===== config.mk =====
export PLATFORM = sky130hd
export DESIGN_NAME = line_window_top
export DESIGN_NICKNAME = d
export VERILOG_FILES = /design/src/rtl/line_window_pkg.sv /design/src/rtl/line_sel_reg.sv /design/src/rtl/window_decode.sv /design/src/rtl/frame_addr_gen.sv /design/src/rtl/line_window_top.sv
export SDC_FILE = /design/constraint.sdc
export NUM_CORES = 1
export LEC_CHECK = 0
export CAP_MARGIN = 10
export CORE_UTILIZATION = 30
export CTS_CLUSTER_SIZE = 12
export DETAILED_ROUTE_END_ITERATION = 8
export GPL_TIMING_DRIVEN = 0
export PLACE_DENSITY = 0.85
export SYNTH_ARGS = -nofsm -noshare
export SYNTH_HDL_FRONTEND = slang
export SYNTH_SLANG_ARGS = --single-unit

===== constraint.sdc =====
create_clock -name clk -period 3.6 [get_ports clk]
set_input_delay 0.72 -clock clk [delete_from_list [all_inputs] [get_ports clk]]
set_output_delay 0.72 -clock clk [all_outputs]
set_load 0.01 [all_outputs]

===== src/rtl/line_window_pkg.sv =====
package line_window_pkg;

    // Frame geometry defaults
    localparam int unsigned DEF_LINE_PIXELS = 640;
    localparam int unsigned DEF_FRAME_LINES = 480;
    localparam int unsigned DEF_DATA_W      = 16;

    // Kind of processor access after decode
    typedef enum logic [1:0] {
        ACC_NONE = 2'd0,
        ACC_WIN  = 2'd1,
        ACC_CTRL = 2'd2
    } acc_kind_e;

    typedef struct packed {
        acc_kind_e kind;
        logic      x_ok;
    } decode_t;

    // True when a decoded access should reach the frame memory
    function automatic logic reaches_frame(decode_t d);
        return (d.kind == ACC_WIN) && d.x_ok;
    endfunction

endpackage


===== src/rtl/line_sel_reg.sv =====
module line_sel_reg
    import line_window_pkg::*;
#(
    parameter int unsigned FRAME_LINES = DEF_FRAME_LINES,
    parameter int unsigned DATA_W      = DEF_DATA_W,
    localparam int unsigned LINE_W     = $clog2(FRAME_LINES)
) (
    input  logic              clk,
    input  logic              rst,
    input  logic              wr_en,
    input  logic [DATA_W-1:0] wr_val,
    output logic [LINE_W-1:0] line
);

    logic accept;

    always_comb begin
        accept = wr_en && (wr_val < DATA_W'(FRAME_LINES));
    end

    always_ff @(posedge clk) begin
        if (rst) begin
            line <= '0;
        end else if (accept) begin
            line <= wr_val[LINE_W-1:0];
        end
    end


    line_in_range_chk: assert property (@(posedge clk) disable iff (rst)
        line < LINE_W'(FRAME_LINES));


    line_load_chk: assert property (@(posedge clk) disable iff (rst)
        (wr_en && wr_val < DATA_W'(FRAME_LINES)) |=> (DATA_W'(line) == $past(wr_val)));


    line_hold_chk: assert property (@(posedge clk) disable iff (rst)
        (wr_en && wr_val >= DATA_W'(FRAME_LINES)) |=> $stable(line));

endmodule


===== src/rtl/window_decode.sv =====
module window_decode
    import line_window_pkg::*;
#(
    parameter int unsigned LINE_PIXELS = DEF_LINE_PIXELS,
    localparam int unsigned X_W        = $clog2(LINE_PIXELS),
    localparam int unsigned A_W        = X_W + 1
) (
    input  logic [A_W-1:0] addr,
    output decode_t        dec,
    output logic [X_W-1:0] x
);

    localparam logic [A_W-1:0] CTRL_ADDR = {1'b1, {X_W{1'b0}}};

    always_comb begin
        x        = addr[X_W-1:0];
        dec.x_ok = (x < X_W'(LINE_PIXELS));
        if (!addr[X_W]) begin
            dec.kind = ACC_WIN;
        end else if (addr == CTRL_ADDR) begin
            dec.kind = ACC_CTRL;
        end else begin
            dec.kind = ACC_NONE;
        end
    end

endmodule


===== src/rtl/frame_addr_gen.sv =====
module frame_addr_gen
    import line_window_pkg::*;
#(
    parameter int unsigned LINE_PIXELS = DEF_LINE_PIXELS,
    parameter int unsigned FRAME_LINES = DEF_FRAME_LINES,
    localparam int unsigned X_W        = $clog2(LINE_PIXELS),
    localparam int unsigned LINE_W     = $clog2(FRAME_LINES),
    localparam int unsigned FA_W       = $clog2(LINE_PIXELS * FRAME_LINES)
) (
    input  logic [LINE_W-1:0] line,
    input  logic [X_W-1:0]    x,
    output logic [FA_W-1:0]   fa
);

    generate
        if (LINE_PIXELS == 640) begin : g_shift
            // 640 = 512 + 128: two shifted copies of the line number
            always_comb begin
                fa = (FA_W'(line) << 9) + (FA_W'(line) << 7) + FA_W'(x);
            end
        end else begin : g_mult
            always_comb begin
                fa = FA_W'(line) * FA_W'(LINE_PIXELS) + FA_W'(x);
            end
        end
    endgenerate

endmodule


===== src/rtl/line_window_top.sv =====
module line_window_top
    import line_window_pkg::*;
#(
    parameter int unsigned LINE_PIXELS = DEF_LINE_PIXELS,
    parameter int unsigned FRAME_LINES = DEF_FRAME_LINES,
    parameter int unsigned DATA_W      = DEF_DATA_W
) (
    input  logic                                           clk,
    input  logic                                           rst,
    input  logic [$clog2(LINE_PIXELS):0]                   cpu_addr,
    input  logic [DATA_W-1:0]                              cpu_wdata,
    input  logic                                           cpu_we,
    output logic [DATA_W-1:0]                              cpu_rdata,
    output logic [$clog2(LINE_PIXELS*FRAME_LINES)-1:0]     fb_addr,
    output logic [DATA_W-1:0]                              fb_wdata,
    output logic                                           fb_we,
    input  logic [DATA_W-1:0]                              fb_rdata
);

    localparam int unsigned X_W    = $clog2(LINE_PIXELS);
    localparam int unsigned LINE_W = $clog2(FRAME_LINES);
    localparam int unsigned FA_W   = $clog2(LINE_PIXELS * FRAME_LINES);

    decode_t           dec;
    logic [X_W-1:0]    x;
    logic [LINE_W-1:0] line;
    logic              ctrl_wr;

    window_decode #(.LINE_PIXELS(LINE_PIXELS)) u_dec (
        .addr (cpu_addr),
        .dec  (dec),
        .x    (x)
    );

    always_comb begin
        ctrl_wr = cpu_we && (dec.kind == ACC_CTRL);
    end

    line_sel_reg #(.FRAME_LINES(FRAME_LINES), .DATA_W(DATA_W)) u_line (
        .clk    (clk),
        .rst    (rst),
        .wr_en  (ctrl_wr),
        .wr_val (cpu_wdata),
        .line   (line)
    );

    frame_addr_gen #(.LINE_PIXELS(LINE_PIXELS), .FRAME_LINES(FRAME_LINES)) u_fa (
        .line (line),
        .x    (x),
        .fa   (fb_addr)
    );

    always_comb begin
        fb_wdata = cpu_wdata;
        fb_we    = cpu_we && reaches_frame(dec);
        if (reaches_frame(dec)) begin
            cpu_rdata = fb_rdata;
        end else if (dec.kind == ACC_CTRL) begin
            cpu_rdata = DATA_W'(line);
        end else begin
            cpu_rdata = '0;
        end
    end


    no_far_write_chk: assert property (@(posedge clk) disable iff (rst)
        (!cpu_addr[X_W] && cpu_addr[X_W-1:0] >= X_W'(LINE_PIXELS)) |-> !fb_we);


    no_ctrl_write_chk: assert property (@(posedge clk) disable iff (rst)
        cpu_addr[X_W] |-> !fb_we);


    fb_in_frame_chk: assert property (@(posedge clk) disable iff (rst)
        fb_we |-> (fb_addr < FA_W'(LINE_PIXELS * FRAME_LINES)));


    far_read_zero_chk: assert property (@(posedge clk) disable iff (rst)
        (!cpu_addr[X_W] && cpu_addr[X_W-1:0] >= X_W'(LINE_PIXELS)) |-> (cpu_rdata == '0));

endmodule


---- Word-level counts from Yosys, hierarchy flattened ----
Cells that the tools add are included.
Widths: inputs -> output; s select.
word-level totals
  bits in registers ....................... 9
  bits in latches ......................... 0
  bits in writable memories ............... 0
  memory bits (read-only) ................. 0
  bits of input ports ..................... 46
  output and inout bits ................... 52
  logic and storage cells ................. 16
  memories ................................ 0
operators by class
  add/subtract/negate cells ............... 2
  multiply operators ...................... 0
  divide/modulo/power cells ............... 0
  $lt $le $gt $ge ......................... 2
  equal/unequal tests ..................... 3
  shift operators ......................... 0
  multiplexer cells ....................... 4
  bitwise operators ....................... 0
  reduce and logical (&&, ||, !) cells .... 4
operators with widths
  kind                  count
  $add 18x16->19        1
  $add 19x10->19        1
  $lt 16x9->1 const B   1
  $mux 16               1
  $eq 11x11->1 const B  1
  $lt 10x10->1 const B  1
  $mux 9                1
  $logic_and 1x1->1     4
  $mux 2                2
  $eq 2x1->1 const B    1
  $eq 2x2->1 const B    1

---- Longest topological paths before layout ----
  depth in word-level cells ............... 6
  depth in mapped cells ................... 9
  depth with buffers taken out ............ 9

---- Hierarchy ----
From an unflattened synthesis, not the netlist that was laid out.
second synthesis, totals
  cells, all modules ...................... 179
  area total of the unflattened synthesis .. 1501.4 um2
by module, submodules not included
  module           times used  cells each  area an instance (um2)  seq. area each (um2)
  frame_addr_gen   1           72          605.6                   0.0
  line_sel_reg     1           42          441.7                   180.2
  line_window_top  1           49          344.1                   0.0
  window_decode    1           16          110.1                   0.0

---- Worst setup path after synthesis ----
No wires, ideal clock.
  path kind ............................... input to output
  from .................................... input cpu_addr[9]
  to ...................................... output fb_addr[15]
  data arrival time ....................... 2.654 ns
  required time ........................... 2.880 ns
  path slack .............................. 0.226 ns
  stages .................................. 9
  path buffers ............................ 0
  cells stage by stage .................... inv_1 -> fa_1 -> inv_1 -> ha_1 -> a21o_1 -> a2111oi_4 -> o21ai_1 -> a21oi_1 -> xnor2_1
between the ends
  word-level cells in the longest chain between the ends .. 1
RTL lines
  what             line                   RTL
  start, declared  line_window_top.sv:10  input logic [$clog2(LINE_PIXELS):0] cpu_addr,
  $add 19x10->19   frame_addr_gen.sv:19   fa = (FA_W'(line) << 9) + (FA_W'(line) << 7) + FA_W'(x);
  end, declared    line_window_top.sv:14  output logic [$clog2(LINE_PIXELS*FRAME_LINES)-1:0] fb_addr,
No other way between the ends.

---- Worst setup path after layout ----
  from .................................... input cpu_addr[9]
  to ...................................... output fb_addr[13]
Same word-level chain as after synthesis.

==> impl_metrics.csv <==
group,metric,value,unit
global_routing,grt_max_degree,11,
sta,max_freq,0.285,GHz
sta,drv_slew,0,
clock_tree,clock_sinks,9,
finish,largestRegisters,"u_line.line (9)",
floorplanning,dieArea,0.00451,mm^2
global_routing,grt_pass1_wl,5220,um
floorplanning,fp.coreArea,0.00403,mm^2
finish,fin_area,0.00238,mm^2
yosys,avgSynthCellArea,8.38,um^2
yosys,synthFlopType,"dfxtp_1",
sta,period_share,97.3,%
sta,worst_pin_slew,0.579,ns
finish,regMostFlops,"u_line.line",
clock_tree,cts_buffers,3,
routing,wire_per_inst,11.9,um
min_path,hold_path_class,"flop to flop",
floorplanning,placementRows,23,
yosys,synth_common_cells,"23 x buf_4, 17 x ha_1, 16 x nor2_1",
critical_path,reg2reg_slack,2.90,ns
yosys,synth_most_common_cell,"buf_4",
global_routing,antenna_found_initial,0,
critical_path,r2r_start,"u_line.line[8]",
global_routing,grt_overflow,0,
finish,diodes,0,
global_routing,grt_pass1_vias,1245,
placement,gp_congestion,0.683,
yosys,netlist_instances,152,
clock_tree,clock-root-buffer,"clkbuf_8",
critical_path,crit_fanout,2,
critical_path,crit_slowest_cell,"fa_1",
yosys,synthArstFlopShare,0,%
routing,wl,3640,um
power_and_ir_drop,p_leak,0.00106,uW
clock_tree,cts.clk_slew.worst_paths,0.05,ns
clock_tree,worstSkewPairLatency,0.23,ns
routing,firstDrtPassIters,4,
global_routing,grt_usage,15.1,%
flow_run,maxCapViolations,0,
sta,skew,0,ns
finish,drive_above_1_share,17.6,%
critical_path,path_cells,"buf_6 -> inv_2 -> fa_1 -> inv_1 -> ha_1 -> a21o_1 -> a2111oi_4 -> buf_4 -> buf_4 -> xnor2_1 -> clkdlybuf4s15_1",
min_path,hold_start,"u_line.line[0]",
finish,largest_reg_flops,9,
routing,drt-vias-per-instance,4.57,
sta,rsz0062_at_grt,"no",
critical_path,start_kind,"primary input",
floorplanning,io_pins,98,
min_path,worstHoldEndpoint,"u_line.line[0]",
critical_path,r2r-end,"u_line.line[8]",
clock_tree,cts_buffer_depth,2,
sta,fin_crit,3.50,ns
critical_path,required,2.88,ns
yosys,yosysSeqAreaShare,14.1,%
yosys,yosys_warnings,0,
critical_path,cp_data_arrival_time,2.78,ns
clock_tree,tritoncts,"yes",
yosys,synth_edf_count,0,
critical_path,r2r_cells,2,
finish,num-fill-cells,361,
yosys,synthTopCellsByArea,"ha_1 17%, dfxtp_1 14%, buf_4 14%, mux2i_1 7.9%, a22o_1 6.2%",
clock_tree,htree_num_levels,1,
finish,fin_util,59.0,%
placement,dp_hpwl,3010,um
critical_path,slowest_delay,0.50,ns
placement,place_area,0.00230,mm^2
yosys,yosys_register_bits,9,
yosys,synth_top_cell_by_area,"ha_1",
power_and_ir_drop,ir_worst_vdd,155,uV
routing,ant_nets,0,
yosys,synth_fp_nets,217,
yosys,syn_area,0.00127,mm^2
sta,setup_violations,0,
finish,nets,321,
sta,slew_headroom,61.2,%
critical_path,crit_top_cell,"buf_4",
floorplanning,die_w,67.2,um
placement,portBuffers,96,
floorplanning,start_util,31.6,%
power_and_ir_drop,power.density,156,mW/mm^2
routing,drcViolationCount,0,
status,status,"finished clean",
routing,via_count,1393,
finish,area_growth_syn_to_layout,86.6,%
critical_path,cp-end-kind,"output pin",
routing,dr.first_iter.drc_count,14,
sta,finalHoldViolCount,0,
floorplanning,die_y,67.2,um
critical_path,critical_path_class,"primary input to output pin",
yosys,synth_top_area_share,16.7,%
min_path,holdPathStages,2,
yosys,ys_types,31,
cells in the final DEF (no fill, tap or decap), drive strengths merged, types with 6 or more instances in the layout:
| cell | synthesis | layout |
|---|---|---|
| and2 | 9 | 9 |
| mux2i | 10 | 10 |
| ha | 17 | 17 |
| buf | 26 | 31 |
| clkbuf | 2 | 7 |
| nor2 | 16 | 16 |
| dfxtp | 9 | 9 |
| clkdlybuf4s50 | 0 | 86 |
| inv | 12 | 12 |
| xnor2 | 6 | 6 |
| a22o | 9 | 9 |
worst max-delay path: cells and delay by family:
kind	cells	cell delay, ns
xor gates and xnor gates	1	0.11
adders and majority gates	2	0.76
buffers and inverters	6	0.70
AOI/OAI and AO/OA	2	0.51
worst max-delay path by stage:
stage / from / end / slack (ns) / cells after the start
finish: cpu_addr[9] / fb_addr[13] / 0.1 / 11
global route: cpu_addr[9] / fb_addr[15] / 0.0009 / 11
CTS: cpu_addr[8] / fb_addr[14] / 0.003 / 11
detailed placement: cpu_addr[9] / fb_addr[15] / -0.95 / 11
global placement: cpu_addr[9] / fb_addr[17] / -0.92 / 11
floorplan: cpu_addr[9] / fb_addr[15] / 0.23 / 9
logic make-up (layout without fill, tap and decap cells):
| logic type | Yosys count | count (layout) | synth area share, % |
|---|---|---|---|
| AND/OR/NAND/NOR | 44 | 44 | 18.9 |
| flip-flops | 9 | 9 | 14.1 |
| buffers and inverters | 40 | 143 | 20.4 |
| multiplexers | 10 | 10 | 7.86 |
| AO/OA/AOI/OAI | 24 | 24 | 14.7 |
| adder cells (fa/ha/maj) | 19 | 19 | 19.8 |
| XOR/XNOR | 6 | 6 | 4.13 |
metrics by stage:
stage          setup WS (ns)  hold slack [ns]  total power, uW  setup TNS (ns)  instances
2_1_floorplan          0.226            0.510              152               0        152
3_3_place_gp          -0.915            0.545              254           -5.65        298
3_5_place_dp          -0.948            0.553              256           -5.54        298
4_1_cts              0.00295            0.557              376               0        305
5_1_grt             0.000939            0.587              391               0        305
6_report              0.0973            0.556              371               0        305
cell type report:
| type | count | area, um^2 | share of cell area, % |
|---|---|---|---|
| multi-input cells | 103 | 857 | 36.1 |
| flip-flops and latches | 9 | 180 | 7.58 |
| plain buffers | 28 | 215 | 9.05 |
| inverters | 12 | 45.0 | 1.89 |
| well taps | 50 | 62.6 | 2.63 |
| repair buffers | 99 | 972 | 40.9 |
| clock buffers | 4 | 45.0 | 1.89 |
metal layers:
metal,vias to the layer above,share of wire (%),global-route usage [%]
li1,714,-,-
met1,610,41,16.5
met2,67,50,28.7
met3,2,8.7,4.05
met4,0,0.19,3.19
met5,-,0,0
report_power, final:
part           switching [uW]  total (uW)  leakage, uW  internal [uW]
Clock                    40.0         117    0.0000228           77.2
Combinational            47.2         154     0.000964            106
Sequential           0.000275         100    0.0000724            100
repair_timing:
action | 4_1_cts | 5_1_grt
resized for setup | 21 | 8
hold buffers | 0 | 0
pin swaps | 8 | 2
gates cloned | 0 | 0
buffers inserted | 3 | 0
setup endpoints to repair | 14 | 7
No activity file was read; power rests on OpenSTA's default activity.
